===== config.mk =====
export PLATFORM = sky130hd
export DESIGN_NAME = rx_alarm_irq_regs
export DESIGN_NICKNAME = d
export VERILOG_FILES = /design/src/rtl/rxalm_pkg.sv /design/src/rtl/rxalm_chg_det.sv /design/src/rtl/rxalm_rur_bits.sv /design/src/rtl/rxalm_feac_reg.sv /design/src/rtl/rx_alarm_irq_regs.sv
export SDC_FILE = /design/constraint.sdc
export NUM_CORES = 1
export LEC_CHECK = 0
export BUFFER_PORTS_ARGS = -buffer_cell sky130_fd_sc_hd__buf_2
export CORE_MARGIN = 1.5
export CORE_UTILIZATION = 45
export DETAILED_ROUTE_END_ITERATION = 12
export PLACE_DENSITY = 0.74
export SETUP_SLACK_MARGIN = 0.3
export SLEW_MARGIN = 5
export SYNTH_ARGS = -nofsm -noshare
export SYNTH_HDL_FRONTEND = slang
export SYNTH_SLANG_ARGS = --single-unit

===== constraint.sdc =====
create_clock -name clk -period 1.3 [get_ports clk]
set_clock_uncertainty 0.05 [all_clocks]
set_input_delay 0.13 -clock clk [delete_from_list [all_inputs] [get_ports clk]]
set_output_delay 0.13 -clock clk [all_outputs]
set_load 0.02 [all_outputs]

===== src/rtl/rxalm_pkg.sv =====
package rxalm_pkg;
  // alarm status / enable bit positions (0x10 / 0x11)
  localparam int ALM_N    = 4;
  localparam int IDX_PBIT = 0;
  localparam int IDX_OOF  = 1;
  localparam int IDX_AIC  = 2;
  localparam int IDX_FERF = 3;
  // level inputs watched for change, packed {ferf, aic, oof}
  localparam int LVL_N    = 3;
  // FEAC event vector order
  localparam int FEV_VALID  = 0;
  localparam int FEV_REMOVE = 1;
  localparam int FEV_N      = 2;
  // FEAC control register (0x13) bit positions
  localparam int B_VLD_STS = 0;
  localparam int B_VLD_EN  = 1;
  localparam int B_RMV_STS = 2;
  localparam int B_RMV_EN  = 3;
  localparam int B_PRESENT = 4;
endpackage


===== src/rtl/rxalm_chg_det.sv =====
module rxalm_chg_det #(
  parameter int N = 3
) (
  input  logic         clk,
  input  logic         rst_n,
  input  logic [N-1:0] lvl_i,
  output logic [N-1:0] chg_o
);
  logic [N-1:0] prev_q;

  // previous-cycle copy of every level; reset value 0
  always_ff @(posedge clk or negedge rst_n) begin
    if (!rst_n) prev_q <= '0;
    else        prev_q <= lvl_i;
  end

  generate
    for (genvar i = 0; i < N; i++) begin : g_bit
      assign chg_o[i] = lvl_i[i] ^ prev_q[i];
    end
  endgenerate
endmodule


===== src/rtl/rxalm_rur_bits.sv =====
module rxalm_rur_bits #(
  parameter int W = 4
) (
  input  logic         clk,
  input  logic         rst_n,
  input  logic [W-1:0] set_i,
  input  logic         clr_i,
  output logic [W-1:0] q_o
);
  logic [W-1:0] q_d, q_q;

  // event wins over a coinciding clear
  always_comb begin
    q_d = q_q;
    if (clr_i) q_d = '0;
    q_d = q_d | set_i;
  end

  always_ff @(posedge clk or negedge rst_n) begin
    if (!rst_n) q_q <= '0;
    else        q_q <= q_d;
  end

  assign q_o = q_q;

  p_event_latch_r2: assert property (@(posedge clk) disable iff (!rst_n)
    (|set_i) |=> ((q_o & $past(set_i)) == $past(set_i)))
    else $error("status event not latched");

  p_held_until_read_r3: assert property (@(posedge clk) disable iff (!rst_n)
    (!clr_i) |=> ((q_o & $past(q_o)) == $past(q_o)))
    else $error("status bit lost without read");

  p_clear_on_read_r3: assert property (@(posedge clk) disable iff (!rst_n)
    (clr_i && (set_i == '0)) |=> (q_o == '0))
    else $error("status not cleared by read");
endmodule


===== src/rtl/rxalm_feac_reg.sv =====
module rxalm_feac_reg #(
  parameter int CODE_W = 6
) (
  input  logic              clk,
  input  logic              rst_n,
  input  logic              valid_i,
  input  logic              remove_i,
  input  logic [CODE_W-1:0] code_i,
  output logic [CODE_W-1:0] code_o,
  output logic              present_o
);
  localparam logic [CODE_W-1:0] CODE_CLEAR = '1;

  logic [CODE_W-1:0] code_d, code_q;
  logic              pres_d, pres_q;

  // validate has priority over remove
  always_comb begin
    code_d = code_q;
    pres_d = pres_q;
    if (valid_i) begin
      code_d = code_i;
      pres_d = 1'b1;
    end else if (remove_i) begin
      code_d = CODE_CLEAR;
      pres_d = 1'b0;
    end
  end

  always_ff @(posedge clk or negedge rst_n) begin
    if (!rst_n) begin
      code_q <= CODE_CLEAR;
      pres_q <= 1'b0;
    end else begin
      code_q <= code_d;
      pres_q <= pres_d;
    end
  end

  assign code_o    = code_q;
  assign present_o = pres_q;

  p_remove_restores_r6: assert property (@(posedge clk) disable iff (!rst_n)
    (remove_i && !valid_i) |=> ((code_o == CODE_CLEAR) && !present_o))
    else $error("remove did not restore code");

  p_validate_loads_r7: assert property (@(posedge clk) disable iff (!rst_n)
    valid_i |=> (present_o && (code_o == $past(code_i))))
    else $error("validate did not load code");
endmodule


===== src/rtl/rx_alarm_irq_regs.sv =====
module rx_alarm_irq_regs
  import rxalm_pkg::*;
#(
  parameter int              ADDR_W      = 8,
  parameter int              DATA_W      = 8,
  parameter int              CODE_W      = 6,
  parameter logic [ADDR_W-1:0] A_ALM_EN    = 8'h10,
  parameter logic [ADDR_W-1:0] A_ALM_STS   = 8'h11,
  parameter logic [ADDR_W-1:0] A_FEAC_CODE = 8'h12,
  parameter logic [ADDR_W-1:0] A_FEAC_CTL  = 8'h13
) (
  input  logic              clk,
  input  logic              rst_n,
  input  logic              ferf_i,
  input  logic              aic_i,
  input  logic              oof_i,
  input  logic              pbit_err_i,
  input  logic              feac_valid_i,
  input  logic              feac_remove_i,
  input  logic [CODE_W-1:0] feac_code_i,
  input  logic [ADDR_W-1:0] cpu_addr,
  input  logic              cpu_wr,
  input  logic [DATA_W-1:0] cpu_wdata,
  input  logic              cpu_rd,
  output logic [DATA_W-1:0] cpu_rdata,
  output logic              irq_o
);
  localparam int CODE_LSB = 1;
  localparam int CODE_MSB = CODE_LSB + CODE_W - 1;

  // ---------------- decode
  logic hit_en, hit_sts, hit_code, hit_ctl;
  assign hit_en   = (cpu_addr == A_ALM_EN);
  assign hit_sts  = (cpu_addr == A_ALM_STS);
  assign hit_code = (cpu_addr == A_FEAC_CODE);
  assign hit_ctl  = (cpu_addr == A_FEAC_CTL);

  // ---------------- change detection on levels
  logic [LVL_N-1:0] lvl, lvl_chg;
  assign lvl = {ferf_i, aic_i, oof_i};

  rxalm_chg_det #(.N(LVL_N)) u_chg (
    .clk   (clk),
    .rst_n (rst_n),
    .lvl_i (lvl),
    .chg_o (lvl_chg)
  );

  logic [ALM_N-1:0] alm_set;
  always_comb begin
    alm_set           = '0;
    alm_set[IDX_PBIT] = pbit_err_i;
    alm_set[IDX_OOF]  = lvl_chg[0];
    alm_set[IDX_AIC]  = lvl_chg[1];
    alm_set[IDX_FERF] = lvl_chg[2];
  end

  // ---------------- alarm status (read-clear)
  logic [ALM_N-1:0] alm_sts;
  rxalm_rur_bits #(.W(ALM_N)) u_alm_sts (
    .clk   (clk),
    .rst_n (rst_n),
    .set_i (alm_set),
    .clr_i (cpu_rd && hit_sts),
    .q_o   (alm_sts)
  );

  // ---------------- FEAC code and presence
  logic [CODE_W-1:0] feac_code;
  logic              feac_present;
  rxalm_feac_reg #(.CODE_W(CODE_W)) u_feac (
    .clk       (clk),
    .rst_n     (rst_n),
    .valid_i   (feac_valid_i),
    .remove_i  (feac_remove_i),
    .code_i    (feac_code_i),
    .code_o    (feac_code),
    .present_o (feac_present)
  );

  // ---------------- FEAC event status (read-clear)
  logic [FEV_N-1:0] fev_set, fev_sts;
  always_comb begin
    fev_set             = '0;
    fev_set[FEV_VALID]  = feac_valid_i;
    fev_set[FEV_REMOVE] = feac_remove_i;
  end

  rxalm_rur_bits #(.W(FEV_N)) u_fev_sts (
    .clk   (clk),
    .rst_n (rst_n),
    .set_i (fev_set),
    .clr_i (cpu_rd && hit_ctl),
    .q_o   (fev_sts)
  );

  // ---------------- enable registers
  logic [ALM_N-1:0] alm_en_d, alm_en_q;
  logic [FEV_N-1:0] fev_en_d, fev_en_q;

  always_comb begin
    alm_en_d = alm_en_q;
    fev_en_d = fev_en_q;
    if (cpu_wr && hit_en) alm_en_d = cpu_wdata[ALM_N-1:0];
    if (cpu_wr && hit_ctl) begin
      fev_en_d[FEV_VALID]  = cpu_wdata[B_VLD_EN];
      fev_en_d[FEV_REMOVE] = cpu_wdata[B_RMV_EN];
    end
  end

  always_ff @(posedge clk or negedge rst_n) begin
    if (!rst_n) begin
      alm_en_q <= '0;
      fev_en_q <= '0;
    end else begin
      alm_en_q <= alm_en_d;
      fev_en_q <= fev_en_d;
    end
  end

  logic unused_wdata;
  assign unused_wdata = ^cpu_wdata[DATA_W-1:ALM_N];

  // ---------------- read mux
  always_comb begin
    cpu_rdata = '0;
    if (hit_en) begin
      cpu_rdata[ALM_N-1:0] = alm_en_q;
    end else if (hit_sts) begin
      cpu_rdata[ALM_N-1:0] = alm_sts;
    end else if (hit_code) begin
      cpu_rdata[CODE_MSB:CODE_LSB] = feac_code;
    end else if (hit_ctl) begin
      cpu_rdata[B_VLD_STS] = fev_sts[FEV_VALID];
      cpu_rdata[B_VLD_EN]  = fev_en_q[FEV_VALID];
      cpu_rdata[B_RMV_STS] = fev_sts[FEV_REMOVE];
      cpu_rdata[B_RMV_EN]  = fev_en_q[FEV_REMOVE];
      cpu_rdata[B_PRESENT] = feac_present;
    end
  end

  // ---------------- interrupt
  assign irq_o = (|(alm_sts & alm_en_q)) | (|(fev_sts & fev_en_q));

  p_irq_quiet_r10: assert property (@(posedge clk) disable iff (!rst_n)
    ((alm_en_q == '0) && (fev_en_q == '0)) |-> !irq_o)
    else $error("interrupt with all enables clear");

  p_unmapped_zero_r11: assert property (@(posedge clk) disable iff (!rst_n)
    !(hit_en || hit_sts || hit_code || hit_ctl) |-> (cpu_rdata == '0))
    else $error("unmapped address returned data");

  p_code_pad_r6: assert property (@(posedge clk) disable iff (!rst_n)
    hit_code |-> (cpu_rdata[0] == 1'b0 && cpu_rdata[DATA_W-1] == 1'b0))
    else $error("code register pad bits set");
endmodule


# After elaboration in Yosys (flattened, before gate mapping)
# Cells that the tools add are included.
[op_classes] n_eq_ne=4 muxes=14 bitwise_logic=8 n_reduce_logical=7
[op_table] cell="== test 8 x 5 -> 1 bit, second input constant" count=4
[op_table] cell="2-to-1 mux 4 bit" count=4
[op_table] cell="2-to-1 mux 6 bit" count=2
[op_table] cell="2-to-1 mux 3 bit" count=2
[op_table] cell="2-to-1 mux 5 bit" count=1
[op_table] cell="AND 4 bit" count=1
[op_table] cell="logical AND 1 bit" count=4
[op_table] cell="2-to-1 mux 2 bit" count=2
[op_table] cell="OR 4 bit" count=1
[op_table] cell="OR reduction 4 bit" count=1
[op_table] cell="2-to-1 mux 1 bit" count=3
[op_table] cell="bitwise XOR 1 bit" count=3
[op_table] cell="AND 2 bit" count=1
[op_table] cell="OR 2 bit" count=1
[op_table] cell="nonzero test 2 bit" count=1
[op_table] cell="OR reduction 2 bit" count=1
[op_table] cell="OR 1 bit" count=1
[word_totals] ff_bits=22 output_inout_bits=9 wordCells=40

# Longest topological paths before layout
[depth] word_depth=5 depth_mapped=4 ltp_nobuf=3

# Modules after synthesis
# Synthesis repeated with hierarchy kept, for this count alone.
[hier_totals] cells_unflattened=93 area_unflattened_um2=1067.3
[modules_own_cells] mod="rx_alarm_irq_regs" instances=1 cells_per_inst=45 area_per_inst_um2=486.7
[modules_own_cells] mod="rxalm_feac_reg" instances=1 cells_per_inst=28 area_per_inst_um2=276.5
[modules_own_cells] mod="rxalm_rur_bits at u_alm_sts" instances=1 cells_per_inst=9 area_per_inst_um2=133.9
[modules_own_cells] mod="rxalm_chg_det" instances=1 cells_per_inst=6 area_per_inst_um2=101.3
[modules_own_cells] mod="rxalm_rur_bits at u_fev_sts" instances=1 cells_per_inst=5 area_per_inst_um2=68.8

# Least setup slack after synthesis
# Ideal clock, no wire load.
[synth_timing] kind="input port to output port" startpoint="input port cpu_addr[1]" endpoint="output port cpu_rdata[5]" arrival_time_ns=1.227 setup_slack_ns=-0.107 stages=4 path_buffers=1 cell_sequence="buf_4 -> nor3b_1 -> nand2_1 -> nor3b_1"
[synth_via] elab_chain_len=4
[synth_rtl] item="start, declared" line_no="rx_alarm_irq_regs.sv:21" source="input logic [ADDR_W-1:0] cpu_addr,"
[synth_rtl] item="== test 8 x 5 -> 1 bit" line_no="rx_alarm_irq_regs.sv:35" source="assign hit_code = (cpu_addr == A_FEAC_CODE);"
[synth_rtl] item="2-to-1 mux 2 bit" line_no="rx_alarm_irq_regs.sv:131" source="end else if (hit_code) begin"
[synth_rtl] item="2-to-1 mux 3 bit" line_no="rx_alarm_irq_regs.sv:129" source="end else if (hit_sts) begin"
[synth_rtl] item="2-to-1 mux 3 bit (*)" line_no="rx_alarm_irq_regs.sv:127" source="if (hit_en) begin"
[synth_rtl] item="end, declared" line_no="rx_alarm_irq_regs.sv:25" source="output logic [DATA_W-1:0] cpu_rdata,"
# Every way passes the cells marked *; elsewhere a longest branch is shown, timed or not.

# Worst setup path in the final report
[layout_timing] startpoint="register u_alm_sts.q_q[1], in the netlist u_alm_sts.q_o[1]" endpoint="output port cpu_rdata[1]"
[layout_via] elab_chain_len=2
[layout_rtl] item="start, declared" line_no="rxalm_rur_bits.sv:10" source="logic [W-1:0] q_d, q_q;"
[layout_rtl] item="start signal, assigned" line_no="rxalm_rur_bits.sv:21" source="else q_q <= q_d;"
[layout_rtl] item="2-to-1 mux 4 bit" line_no="rx_alarm_irq_regs.sv:129"
[layout_rtl] item="2-to-1 mux 4 bit" line_no="rx_alarm_irq_regs.sv:127"
# Every way passes these cells.

==> results summary <==
From bottom edge to top edge, the die measures 51.8 um. The largest fanout on the critical path is 2. In this run the clock root is driven by a sky130_fd_sc_hd__clkbuf_4. The worst path uses 129% of the clock period.

On the final layout, the worst hold slack is 0.00386 ns. Entering global routing, the biggest net connects 23 pins. The routability congestion estimate is between 0.8 and 0.9. The repair_antennas step left the layout with diodes totalling 0. The final hold violation count was 0.

Across every metal layer, demand over resource in global routing totals a little under a quarter. The number of global-route vias before repair is 945. The worst setup path is launched from a register. The number of buffers and inverters on the critical path is 1.

Sequential elements use 52.0% of the synthesized area. In this run the remaining antenna-violating nets after routing total 0. The number of cells on the worst reg-to-reg path is 2. The logic depth of the worst path, buffers included came out at 3. The final routed wire length divided by cell count is roughly 14 um. The capturing element type of the critical path is an output pin. The placed wire-length estimate after detailed placement came out at ~1800 um. In the final design database the tool counted 191 nets. Synthesis produced a netlist with a net count of roughly 120. The area fraction of the dominant cell type after synthesis came out at 37.3%. The width of the chip is 51.8 um. Cells with a size suffix above 1 make up 54.4% of the layout. In this run the mean area of a mapped cell was 11.8 um^2. The post-synthesis cell area is 1070 um^2. The worst setup margin is -0.372 ns. In the post-synthesis netlist, the biggest area contributors are sky130_fd_sc_hd__dfrtp_1 37%, sky130_fd_sc_hd__dfstp_2 15%, sky130_fd_sc_hd__mux2_2 6.3%.

The total global routing overflow came out at 0. Walking the worst path, the cells encountered are mux4_2 -> and3_4 -> buf_6. The number of clock buffers added by TritonCTS is 3. The I/O pin total came out at between 40 and 50. The total of max-cap violations came out at 0. Along the worst hold path, the cell count comes to 2. The pre-CTS setup slack came out at -0.138 ns. Relative to the synthesized area, the layout overhead comes to 59.0%. The total die area is 2690 um^2.

During synthesis, Yosys emitted a total of 0 warnings. The critical path in this run is classified as reg -> out. The clock slew seen by the registers of the worst setup and hold paths came out at between 0.1 and 0.15 ns. The starting density of the core is 48.1%. The post-layout minimum cycle time came out at 1.67 ns. The later-pin clock latency in the skew report came out at about 0.31 ns. The placement row count is 17. In this run the worst hold path is classified as in -> reg. Power spread over the standard cell area amounts to 821 nW/um^2. For this design, the sink count on the clock tree is 22. The initial antenna violation count is 0.

The total of endpoints with negative setup slack in the final report is 8. The first-pass GRT wire length is 4350 um. After detailed placement, the total cell area comes to 1420 um^2. The register bit count reported by yosys came out at 22. The summed area of non-filler cells in the final layout is roughly 1700 um^2. Counting every instance in the synthesized netlist gives 91. Setup repair after global routing could not meet its margin everywhere. The cell with the biggest individual delay on the critical path is sky130_fd_sc_hd__mux4_2. Of all cell types, the one taking the most synthesized area is sky130_fd_sc_hd__dfrtp_1. IR analysis of the VDD net gives a maximum drop of 1.03 mV.

The pre-antenna-repair detailed-routing pass consisted of 2 iterations. The analysis attributes to cell leakage a power of 0.791 nW. The data required time at the worst endpoint is 1.12 ns. The data arrival time of the critical path came out at around 1.5 ns. In the routed layout, each cell is associated on average with a via count of between 5 and 6. The run finished, with violations left. The count of routing violations after the opening detailed-route iteration is 8. The CTS tree is done. After layout, the design draws a total of around 1.4 mW.

The largest single stage delay on the critical path is around 0.48 ns. The maximum level of the CTS H-tree came out at 1. The number of unique standard cell types used by synthesis came out at 25.

The final reports fail on negative setup slack. The residual DRC count is 0. For this block, the via count after detailed routing is 935. The peak clock frequency supported by timing came out at around 600 MHz. At the end of the flow the core is filled with cells to roughly three quarters. The count of buffers added on input and output ports is 35. The kind of cell adding the most delay to the critical path is multiplexers. For this block, the routed nets add up to 2680 um of wire. The final count of pins violating max slew is 0. The buffer depth of the longest clock path came out at 2. The placeable core region is approximately 2200 um^2.
-- cell usage in the layout, fill, tap and decap left out, drive strengths merged --
cell type    Yosys  final
dfrtp           16     16
mux2             6      6
nor4b            1      1
and2             1      1
buf              3     55
and4b            1      1
and3             4      4
clkbuf           2      4
dfstp            6      6
nor3b            3      3
nand2            7      7
nand4b           1      1
nor2             8      8
dlygate4sd3      0     13
inv              1      1
a22oi            3      3
conb             1      1
nor2b            1      1
o21ai            7      7
xor2             3      3
nand3            3      3
nand4            1      1
mux2i            2      2
a21o             7      7
mux4             3      3
-- cell usage after synthesis --
cell	number
sky130_fd_sc_hd__a21o_1	7
sky130_fd_sc_hd__a22oi_1	3
sky130_fd_sc_hd__and2_1	1
sky130_fd_sc_hd__and3_2	4
sky130_fd_sc_hd__and4b_4	1
sky130_fd_sc_hd__buf_2	1
sky130_fd_sc_hd__buf_4	2
sky130_fd_sc_hd__clkbuf_1	2
sky130_fd_sc_hd__conb_1	1
sky130_fd_sc_hd__dfrtp_1	16
sky130_fd_sc_hd__dfstp_2	6
sky130_fd_sc_hd__inv_1	1
sky130_fd_sc_hd__mux2_2	6
sky130_fd_sc_hd__mux2i_1	2
sky130_fd_sc_hd__mux4_2	3
sky130_fd_sc_hd__nand2_1	7
sky130_fd_sc_hd__nand3_1	3
sky130_fd_sc_hd__nand4_1	1
sky130_fd_sc_hd__nand4b_1	1
sky130_fd_sc_hd__nor2_1	8
sky130_fd_sc_hd__nor2b_1	1
sky130_fd_sc_hd__nor3b_1	3
sky130_fd_sc_hd__nor4b_4	1
sky130_fd_sc_hd__o21ai_0	7
sky130_fd_sc_hd__xor2_1	3
-- path summary, 6_finish.rpt --
path,endpoint,slack (ns),start
setup reg to reg,alm_en_q[3],0.33,alm_en_q[3]
hold / removal,fev_en_q[0],0.004,cpu_wdata[1]
max in group asynchronous,u_feac.code_o[0],0.59,rst_n
setup / recovery,cpu_rdata[1],-0.37,u_alm_sts.q_o[1]
min in group asynchronous,u_alm_sts.q_o[2],0.26,rst_n
hold reg to reg,u_feac.present_o,0.46,u_feac.present_o
-- power breakdown --
part	total (mW)	internal, mW	switching (mW)
registers	0.746	0.728	0.0180
clock network	0.376	0.171	0.204
logic	0.279	0.161	0.118
-- cells by family (layout without fill, tap and decap cells) --
group | after synthesis | count (layout) | synth area share [%]
AOI/OAI and AO/OA | 17 | 17 | 10.3
xor gates and xnor gates | 3 | 3 | 2.45
buffers and inverters | 6 | 73 | 2.91
DFF | 22 | 22 | 52.0
muxes | 11 | 11 | 14.5
other | 1 | 1 | 0.349
and+or+nand+nor | 31 | 31 | 17.6
-- final cells by class --
cell class | count | area [um^2]
Sequential cell | 22 | 558
Timing Repair Buffer | 68 | 522
Multi-Input combinational cell | 63 | 552
Tap cell | 28 | 35.0
Fill cell | 154 | 527
Inverter | 1 | 3.75
Clock buffer | 4 | 36.3
-- metrics by stage --
| step | TNS (ns) | cells |
|---|---|---|
| finish | -1.53 | 186 |
| global route | -1.91 | 186 |
| CTS | -1.55 | 184 |
| detailed placement | -1.34 | 166 |
| global placement | -0.914 | 166 |
| floorplan | -0.0393 | 91 |
-- repair_timing --
action / 4_1_cts / 5_1_grt
hold endpoints to repair: 28 / 0
endpoints found under the setup margin: 18 / 18
hold buffers: 13 / 0
resized for setup: 25 / 2
buffers inserted: 1 / 2
pin swaps: 8 / 0
-- registers in the layout, summed over array words and instances, names as in the netlist --
register,flops
u_feac.code_o,6
alm_en_q,4
u_alm_sts.q_o,4
u_chg.prev_q,3
fev_en_q,2
u_fev_sts.q_o,2
u_feac.present_o,1
-- metal layers --
layer / global-route usage [%] / part of all wire (%)
met2: 39.7 / 51
met1: 27.2 / 43
met3: 3.74 / 4.2
met5: 0 / 0
met4: 14.0 / 2.7
Power figures use the tool's default switching activity.
